## config.mk

```make
export PLATFORM = sky130hd
export DESIGN_NAME = tbl_access_unit
export DESIGN_NICKNAME = d
export VERILOG_FILES = /design/src/rtl/tbl_access_unit.sv
export SDC_FILE = /design/constraint.sdc
export NUM_CORES = 1
export LEC_CHECK = 0
export BUFFER_PORTS_ARGS = -buffer_cell sky130_fd_sc_hd__buf_2
export CAP_MARGIN = 25
export CORE_ASPECT_RATIO = 0.75
export CORE_MARGIN = 2
export CORE_UTILIZATION = 25
export CTS_BUF_LIST = sky130_fd_sc_hd__clkbuf_4 sky130_fd_sc_hd__clkbuf_8
export CTS_CLUSTER_SIZE = 8
export DETAILED_ROUTE_END_ITERATION = 16
export SYNTH_ARGS = -nofsm -noshare
export SYNTH_HDL_FRONTEND = slang
export SYNTH_SLANG_ARGS = --single-unit
```

## constraint.sdc

```tcl
create_clock -name clk -period 2 [get_ports clk]
set_clock_uncertainty 0.05 [all_clocks]
set_input_delay 0.5 -clock clk [delete_from_list [all_inputs] [get_ports clk]]
set_output_delay 0.5 -clock clk [all_outputs]
set_load 0.03 [all_outputs]
```

## src/rtl/tbl_access_unit.sv

```systemverilog
module tbl_access_unit #(
  parameter int PAGE_W     = 8,
  parameter int OFS_W      = 16,
  parameter int ACC_CYCLES = 5
) (
  input  logic                     clk,
  input  logic                     rst_n,
  input  logic                     page_we,
  input  logic [PAGE_W-1:0]        page_wdata,
  output logic [15:0]              page_rdata,
  input  logic                     req_valid,
  input  logic                     req_write,
  input  logic                     req_high,
  input  logic                     req_byte,
  input  logic [OFS_W-1:0]         req_offset,
  input  logic [15:0]              req_wdata,
  output logic                     busy,
  output logic                     rsp_valid,
  output logic [15:0]              rsp_rdata,
  output logic                     mem_rd,
  output logic [PAGE_W+OFS_W-2:0]  mem_addr,
  input  logic [23:0]              mem_rdata,
  output logic                     latch_we,
  output logic [PAGE_W+OFS_W-2:0]  latch_addr,
  output logic [23:0]              latch_wdata,
  output logic [2:0]               latch_wmask
);
  localparam int ADDR_W = PAGE_W + OFS_W - 1;
  localparam int CNT_W  = $clog2(ACC_CYCLES);
  localparam logic [CNT_W-1:0] LAST = CNT_W'(ACC_CYCLES - 1);

  logic [PAGE_W-1:0] page_q;
  logic              busy_q, rsp_q;
  logic [CNT_W-1:0]  cnt_q;
  logic [ADDR_W-1:0] a_q;
  logic              wr_q, hi_q, by_q, lsb_q;
  logic [15:0]       wd_q, rdata_q, rd_fmt;
  logic [23:0]       word_q;

  wire accept  = req_valid & ~busy_q;
  wire first   = busy_q & (cnt_q == '0);
  wire last    = busy_q & (cnt_q == LAST);
  wire phantom = hi_q & by_q & lsb_q;

  assign page_rdata = 16'(page_q);
  assign busy       = busy_q;
  assign rsp_valid  = rsp_q;
  assign rsp_rdata  = rdata_q;
  assign mem_rd     = first & ~wr_q;
  assign mem_addr   = a_q;
  assign latch_we   = first & wr_q & ~phantom;
  assign latch_addr = a_q;

  always_ff @(posedge clk or negedge rst_n)
    if (!rst_n)       page_q <= '0;
    else if (page_we) page_q <= page_wdata;

  always_ff @(posedge clk or negedge rst_n) begin
    if (!rst_n) begin
      busy_q <= 1'b0; rsp_q <= 1'b0; cnt_q <= '0; a_q <= '0;
      wr_q <= 1'b0; hi_q <= 1'b0; by_q <= 1'b0; lsb_q <= 1'b0;
      wd_q <= '0; rdata_q <= '0; word_q <= '0;
    end else begin
      rsp_q <= 1'b0;
      if (accept) begin
        busy_q <= 1'b1;
        cnt_q  <= '0;
        a_q    <= {page_q, req_offset[OFS_W-1:1]};
        wr_q   <= req_write;
        hi_q   <= req_high;
        by_q   <= req_byte;
        lsb_q  <= req_offset[0];
        wd_q   <= req_wdata;
      end else if (busy_q) begin
        if (cnt_q == CNT_W'(1) && !wr_q) word_q <= mem_rdata;
        if (last) begin
          busy_q  <= 1'b0;
          rsp_q   <= 1'b1;
          rdata_q <= wr_q ? 16'h0000 : rd_fmt;
        end else begin
          cnt_q <= cnt_q + CNT_W'(1);
        end
      end
    end
  end

  always_comb begin
    if (!hi_q)
      rd_fmt = !by_q ? word_q[15:0] : (lsb_q ? {8'h00, word_q[15:8]} : {8'h00, word_q[7:0]});
    else
      rd_fmt = phantom ? 16'h0000 : {8'h00, word_q[23:16]};
  end

  always_comb begin
    latch_wmask = 3'b000;
    latch_wdata = 24'h000000;
    if (!hi_q) begin
      if (!by_q) begin
        latch_wmask = 3'b011; latch_wdata = {8'h00, wd_q};
      end else if (lsb_q) begin
        latch_wmask = 3'b010; latch_wdata = {8'h00, wd_q[7:0], 8'h00};
      end else begin
        latch_wmask = 3'b001; latch_wdata = {16'h0000, wd_q[7:0]};
      end
    end else if (!phantom) begin
      latch_wmask = 3'b100; latch_wdata = {wd_q[7:0], 16'h0000};
    end
  end


  accept_starts_chk: assert property (@(posedge clk) disable iff (!rst_n)
    accept |=> busy_q && cnt_q == '0);

  busy_len_chk: assert property (@(posedge clk) disable iff (!rst_n)
    busy_q && !last |=> busy_q);

  rsp_pulse_chk: assert property (@(posedge clk) disable iff (!rst_n)
    rsp_valid |-> !busy && $past(busy_q));

  single_rd_chk: assert property (@(posedge clk) disable iff (!rst_n)
    mem_rd |=> !mem_rd);

  addr_hold_chk: assert property (@(posedge clk) disable iff (!rst_n)
    busy_q && cnt_q != '0 |-> $stable(a_q) && $stable(wr_q));

  phantom_rd_chk: assert property (@(posedge clk) disable iff (!rst_n)
    rsp_valid && !wr_q && phantom |-> rsp_rdata == 16'h0000);

  phantom_wr_chk: assert property (@(posedge clk) disable iff (!rst_n)
    busy_q && phantom |-> !latch_we);

  wr_no_rd_chk: assert property (@(posedge clk) disable iff (!rst_n)
    busy_q && wr_q |-> !mem_rd);
endmodule

```

==> metrics, run 1 <==
element type at the critical path start=flop; largest net degree at the start of global routing=45; Reg2Reg Setup Slack=0.12 ns; HP Start=mem_rdata[13]; H-Tree Depth=3; Synth-to-Final Area Change=39.3%; Clk pin slew, worst setup/hold paths=0.11 ns; total gr overflow=0; Slew Limit Fails=0; CP delay by family, top=buffers and inverters; post-layout min period=2.08 ns; Reg2Reg Depth=7; router iterations before antenna repair=4; initial antenna violation count=0; YS warnings=0; normalized max-slew margin=0.577; initial DRC count=95; via count=3,243; RD Place Congestion=0.774; initial cell density of the core=0.255; Synth Register Bits=96; critical-path cell with the highest stage delay=dfrtp_1; Syn Inst Count=332; count of final setup violators=24; Critical Path Most Common Cell=buf_6; CP endpoint kind=primary output; die span in y=120 um; worst hold slack=0.291 ns; Avg WL per Cell=15.3 um; Placeable Area=17,600 um^2; hold-critical path endpoint=word_q[13]$_DFFE_PN0P_; min setup slack post-route=-0.0772 ns; first-pass GRT wire length=18,100 um; Buffers & Inverters on Critical Path=3; commonest cells after routing, fill and taps aside=buf_2, dfrtp_1, mux2_2, buf_6, buf_4; dpl ws=0.102 ns; unrepaired setup endpoints after global routing=yes; CTS Sinks=96; Final Core Density=0.355; vias in the first global route=3,418; commonest non-fill, non-tap cell in the layout=buf_2; Clock Latency Late Sink=0.37 ns; worst vdd ir=1.18 mV; Yosys top cell area share=0.535; Power Total=11.8 mW; # DRC=0; Vias/cell=4.31; Worst Path Required=1.45 ns; crit path kind=reg -> out; I/O pins=180; violated checks=setup timing; Die Area=19,100 um^2; hold-critical path depth=2; # diodes=0; FMAX=481 MHz; CP peak stage delay=0.41 ns; Total Nets Final=580; Die Span X=159 um; measured slew at the worst slew-check pin=0.634 ns; CTS tree=done; antenna violation net count after detailed routing=0; fraction of layout instances using a drive strength above 1=0.673; Max Buffers Root-to-Sink=2; Syn Area/Cell=13.5 um^2; Synth cell types=31; final wirelength=11,500 um; P_leak=3.02 nW; register area share after synthesis=0.535; number of max-cap violations=0; Critical Path AT=1.53 ns; r2r endpoint=word_q[2]$_DFFE_PN0P_; dominant cell type by area after synthesis=dfrtp_1; Clock Tree Root=clkbuf_8; post-route insts no fill=753; Core Rows=42; R2R Path Start=cnt_q[1]$_DFFE_PN0P_; pwr/cell area=1890 nW/um^2; Hold/Removal Path Class=in -> reg; Final Hold Fails=0; Placed Cells=717; period utilization=1.04; top cells by area, synth=dfrtp_1, mux2_2, mux2_4; crit-path max FO=6; gr usage total=0.122; outcome=finished, violations left; number of port buffers=171; worst path cell trace=buf_6, buf_8, nand3_2, a21oi_2, buf_6; Final HPWL DP=7900 um; TritonCTS Buffers=9; mapped cell area=4490 um^2
## metal layers
| layer | vias to the layer above | global-route usage | share of wire |
|---|---|---|---|
| met5 | - | 0 | 0 |
| met4 | 0 | 0.0333 | 0.010 |
| met3 | 12 | 0.0439 | 0.071 |
| met2 | 136 | 0.188 | 0.46 |
| met1 | 1622 | 0.161 | 0.46 |
| li1 | 1473 | - | - |
## sequential cells by signal (all words and copies together) (netlist names)
name        cells
page_q          8
rsp_valid       1
lsb_q           1
word_q         24
rsp_rdata      16
wr_q            1
by_q            1
cnt_q           3
hi_q            1
wd_q           16
busy            1
latch_addr     23
## worst max-delay path by stage
stage                                  to                  from  slack, ns  cells past startpoint
after floorplan                    mem_rd  cnt_q[0]$_DFFE_PN0P_     -0.001                      3
after global placement             mem_rd  cnt_q[0]$_DFFE_PN0P_       0.15                      4
after detailed placement           mem_rd  cnt_q[0]$_DFFE_PN0P_       0.10                      4
after CTS                 latch_wdata[14]      by_q$_DFFE_PN0P_      -0.10                      5
after global routing      latch_wdata[15]      by_q$_DFFE_PN0P_      -0.17                      5
final                     latch_wdata[15]      by_q$_DFFE_PN0P_      -0.08                      5
## cells by family (layout without fill, tap and decap cells)
kind of cell,after synthesis,after routing,share of synthesized area
other,1,8,0.000835
multiplexers,84,84,0.225
AO/OA/AOI/OAI,32,33,0.0532
buffers and inverters,53,224,0.0911
adder cells (fa/ha/maj),3,3,0.00836
AND/OR/NAND/NOR,63,63,0.0861
flip-flops,96,96,0.535
## metrics by stage
stage | cell area, um^2 | TNS, ns
after floorplan | 4530 | -0.00106
after global placement | 5450 | 0
after detailed placement | 5450 | 0
after CTS | 6080 | -1.69
after global routing | 6250 | -3.15
final | 6250 | -1.01
## worst register-to-register path, cell delays in order, from the launching register on
cell	delay [ns]
dfrtp_1	0.41
inv_2	0.09
buf_4	0.11
buf_4	0.09
ha_1	0.14
nor4bb_4	0.27
buf_12	0.25
mux2_2	0.38
## where the power goes
part,switching (mW),internal (mW),leakage [nW]
clock network,0.765,0.607,0.104
logic,3.77,3.04,1.75
registers,0.777,2.83,1.16
## cell usage after synthesis, drive strengths merged
library cell,instances
a22o,9
or2,1
nor3,1
inv,5
a21boi,1
and2,16
o221ai,8
nor2,4
a21oi,11
buf,45
nor4bb,2
mux2,76
a31oi,1
mux2i,8
conb,1
dfrtp,96
nand4b,3
o21ai,2
ha,3
clkbuf,3
nand2,18
nand3,10
nand2b,8
## what timing repair did
item,4_1_cts,5_1_grt
cloned,3,0
setup buffers,13,3
resized for setup,86,34
hold buffers,1,0
hold endpoints to repair,18,0
endpoints found under the setup margin,29,29
pin swaps,10,12
## area by class of cell
| cell class | count | area [um^2] |
|---|---|---|
| clock buffer | 9 | 124 |
| clock inverter | 7 | 86.3 |
| fill | 1722 | 11400 |
| inverter | 5 | 18.8 |
| multi-input combinational | 191 | 1960 |
| sequential | 96 | 2410 |
| tap | 242 | 303 |
| timing repair buffer | 203 | 1350 |
No activity file was read; power rests on OpenSTA's default activity.
==> run 2: changes to the inputs <==
--- a/config.mk
+++ b/config.mk
@@ -9,10 +9,11 @@
 export CAP_MARGIN = 25
 export CORE_ASPECT_RATIO = 0.75
 export CORE_MARGIN = 2
-export CORE_UTILIZATION = 25
+export CORE_UTILIZATION = 50
 export CTS_BUF_LIST = sky130_fd_sc_hd__clkbuf_4 sky130_fd_sc_hd__clkbuf_8
 export CTS_CLUSTER_SIZE = 8
 export DETAILED_ROUTE_END_ITERATION = 16
+export PLACE_DENSITY = 0.82
 export SYNTH_ARGS = -nofsm -noshare
 export SYNTH_HDL_FRONTEND = slang
 export SYNTH_SLANG_ARGS = --single-unit
==> run 2 against run 1 <==
  * The flow still finishes with violations (setup timing)
  * Global-route usage increased by 10 points
  * Total power increased by 0.24%
  * Cell count decreased by 18%
  * Non-clock buffer count decreased by 3
  * Critical path depth unchanged
  * Largest power group unchanged
  * Worst setup slack got worse by 0.051 ns
==> metrics, run 2 (synthesized netlist as in run 1, its figures left out) <==
TritonCTS Buffers=9 (unchanged); P_leak=3.01 nW (was 3.02 nW); sw frac=0.447 (was 0.450); Placeable Area=8600 um^2 (was 17,600 um^2); gr usage total=0.224 (was 0.122); Largest Register=word_q (unchanged); Clock Tree Root=clkbuf_8 (unchanged); worst vdd ir=1.08 mV (was 1.18 mV); worst path cell trace=buf_6, buf_6, nand2b_4, a21oi_4, buf_6 (was buf_6, buf_8, nand3_2, a21oi_2, buf_6); RD Place Congestion=0.797 (was 0.774); Max Buffers Root-to-Sink=2 (unchanged); Final Core Density=0.704 (was 0.355); outcome=finished, violations left (unchanged); Clock Latency Late Sink=0.36 ns (was 0.37 ns); # DRC=0 (unchanged); pwr/cell area=1950 nW/um^2 (was 1890 nW/um^2); CP endpoint kind=primary output (unchanged); total gr overflow=0 (unchanged); Total Nets Final=578 (was 580); element type at the critical path start=flop (unchanged); period utilization=1.06 (was 1.04); commonest cells after routing, fill and taps aside=buf_2, dfrtp_1, mux2_2, buf_6, buf_4 (unchanged); clock share of power=0.110 (was 0.116); Hold/Removal Path Class=in -> async (was in -> reg); initial cell density of the core=0.522 (was 0.255); largest net degree at the start of global routing=97 (was 45); Slew Limit Fails=0 (unchanged); CTS tree=done (unchanged); normalized max-slew margin=0.660 (was 0.577); Gate power share=0.582 (was 0.577); share of power burned in registers=0.308 (was 0.306); I/O pins=180 (unchanged); min setup slack post-route=-0.128 ns (was -0.0772 ns); Clk pin slew, worst setup/hold paths=0.09 ns (was 0.11 ns); violated checks=setup timing (unchanged); Critical Path AT=1.58 ns (was 1.53 ns); Synth-to-Final Area Change=34.9% (was 39.3%); Final Hold Fails=0 (unchanged); count of final setup violators=24 (unchanged); Pint=6.54 mW (was 6.48 mW); Placed Area=5270 um^2 (was 5450 um^2); crit path kind=reg -> out (unchanged); H-Tree Depth=3 (unchanged); number of max-cap violations=0 (unchanged); crit-path max FO=5 (was 6); Die Area=9760 um^2 (was 19,100 um^2); final wirelength=11,100 um (was 11,500 um); via count=3,213 (was 3,243); initial DRC count=189 (was 95); hold bufs inserted after CTS=0 (was 1); Final HPWL DP=7130 um (was 7900 um); TNS Setup=-1.92 ns (was -1.01 ns); first-pass GRT wire length=17,000 um (was 18,100 um); vias in the first global route=3,299 (was 3,418); post-layout min period=2.13 ns (was 2.08 ns); NetSw=5.28 mW (was 5.31 mW); R2R Path Start=cnt_q[0]$_DFFE_PN0P_ (was cnt_q[1]$_DFFE_PN0P_); commonest non-fill, non-tap cell in the layout=buf_2 (unchanged); initial antenna violation count=0 (unchanged); number of port buffers=171 (unchanged); max reg flops=24 (unchanged); router iterations before antenna repair=4 (unchanged); Vias/cell=5.21 (was 4.31); Core Rows=29 (was 42); FMAX=470 MHz (was 481 MHz); antenna violation net count after detailed routing=0 (unchanged); r2r endpoint=word_q[0]$_DFFE_PN0P_ (was word_q[2]$_DFFE_PN0P_); measured slew at the worst slew-check pin=0.510 ns (was 0.634 ns); Avg WL per Cell=18.0 um (was 15.3 um); CTS Sinks=96 (unchanged); # diodes=0 (unchanged); Critical Path Most Common Cell=buf_6 (unchanged); post-route cell area=6060 um^2 (was 6250 um^2); fraction of layout instances using a drive strength above 1=0.676 (was 0.673); critical-path cell with the highest stage delay=dfrtp_4 (was dfrtp_1); Worst Path Required=1.45 ns (about the same); CP peak stage delay=0.51 ns (was 0.41 ns); die span in y=86.1 um (was 120 um); Reg2Reg Setup Slack=0.15 ns (was 0.12 ns); unrepaired setup endpoints after global routing=yes (unchanged); Reg2Reg Depth=6 (was 7); Die Span X=113 um (was 159 um)
[run 2: final cells by class]
| type | instances | area (um^2) |
|---|---|---|
| clock buffers | 12 | 153 |
| well taps | 108 | 135 |
| clock inverters | 4 | 52.6 |
| flip-flops and latches | 96 | 2410 |
| repair buffers | 200 | 1320 |
| multi-input cells | 192 | 1970 |
| fillers | 609 | 2540 |
| inverters | 5 | 18.8 |
[run 2: timing repair]
action / CTS / global route
cloned: 3 / 0
pin swaps: 11 / 15
resized for setup: 92 / 30
endpoints found under the setup margin: 29 / 29
setup buffers: 12 / 3
endpoints found under the hold margin: 0 / 0
[run 2: layer usage]
metal	GRT usage	part of all wire
met1	0.288	0.42
met2	0.385	0.52
met3	0.0438	0.045
met4	0.0754	0.016
met5	0	0
[run 2: worst max-delay path by stage]
stage	from	endpoint	slack [ns]	depth (start not counted)
floorplan	cnt_q[0]$_DFFE_PN0P_	mem_rd	-0.001	3
global placement	by_q$_DFFE_PN0P_	latch_wdata[6]	0.16	3
detailed placement	by_q$_DFFE_PN0P_	latch_wdata[7]	0.09	3
CTS	by_q$_DFFE_PN0P_	latch_wdata[9]	-0.09	5
global route	by_q$_DFFE_PN0P_	latch_wdata[11]	-0.16	5
finish	by_q$_DFFE_PN0P_	latch_wdata[11]	-0.13	5
[run 2: worst max-delay path, delay by kind of cell, from the launching register on]
kind / cells / cell delay, ns
AO/OA/AOI/OAI: 1 / 0.17
buffers and inverters: 3 / 0.41
AND/OR/NAND/NOR: 1 / 0.14
flip-flops: 1 / 0.51
[run 2: power by group through the flow]
stage               combinational, mW  clock, mW  sequential [mW]
global route                     7.24       1.40             3.76
detailed placement               5.48          0             3.60
global placement                 5.37          0             3.53
CTS                              6.50       1.33             3.58
finish                           6.87       1.30             3.64
floorplan                        3.65          0             4.17
[run 2: per-stage QoR]
stage               hold slack (ns)  power [mW]  instances  worst slack [ns]
finish                        0.133        11.8        617            -0.128
detailed placement            0.436        9.08        583            0.0912
CTS                           0.148        11.4        614           -0.0853
global placement              0.422        8.90        583             0.156
global route                  0.169        12.4        617            -0.162
floorplan                     0.154        7.83        339          -0.00106
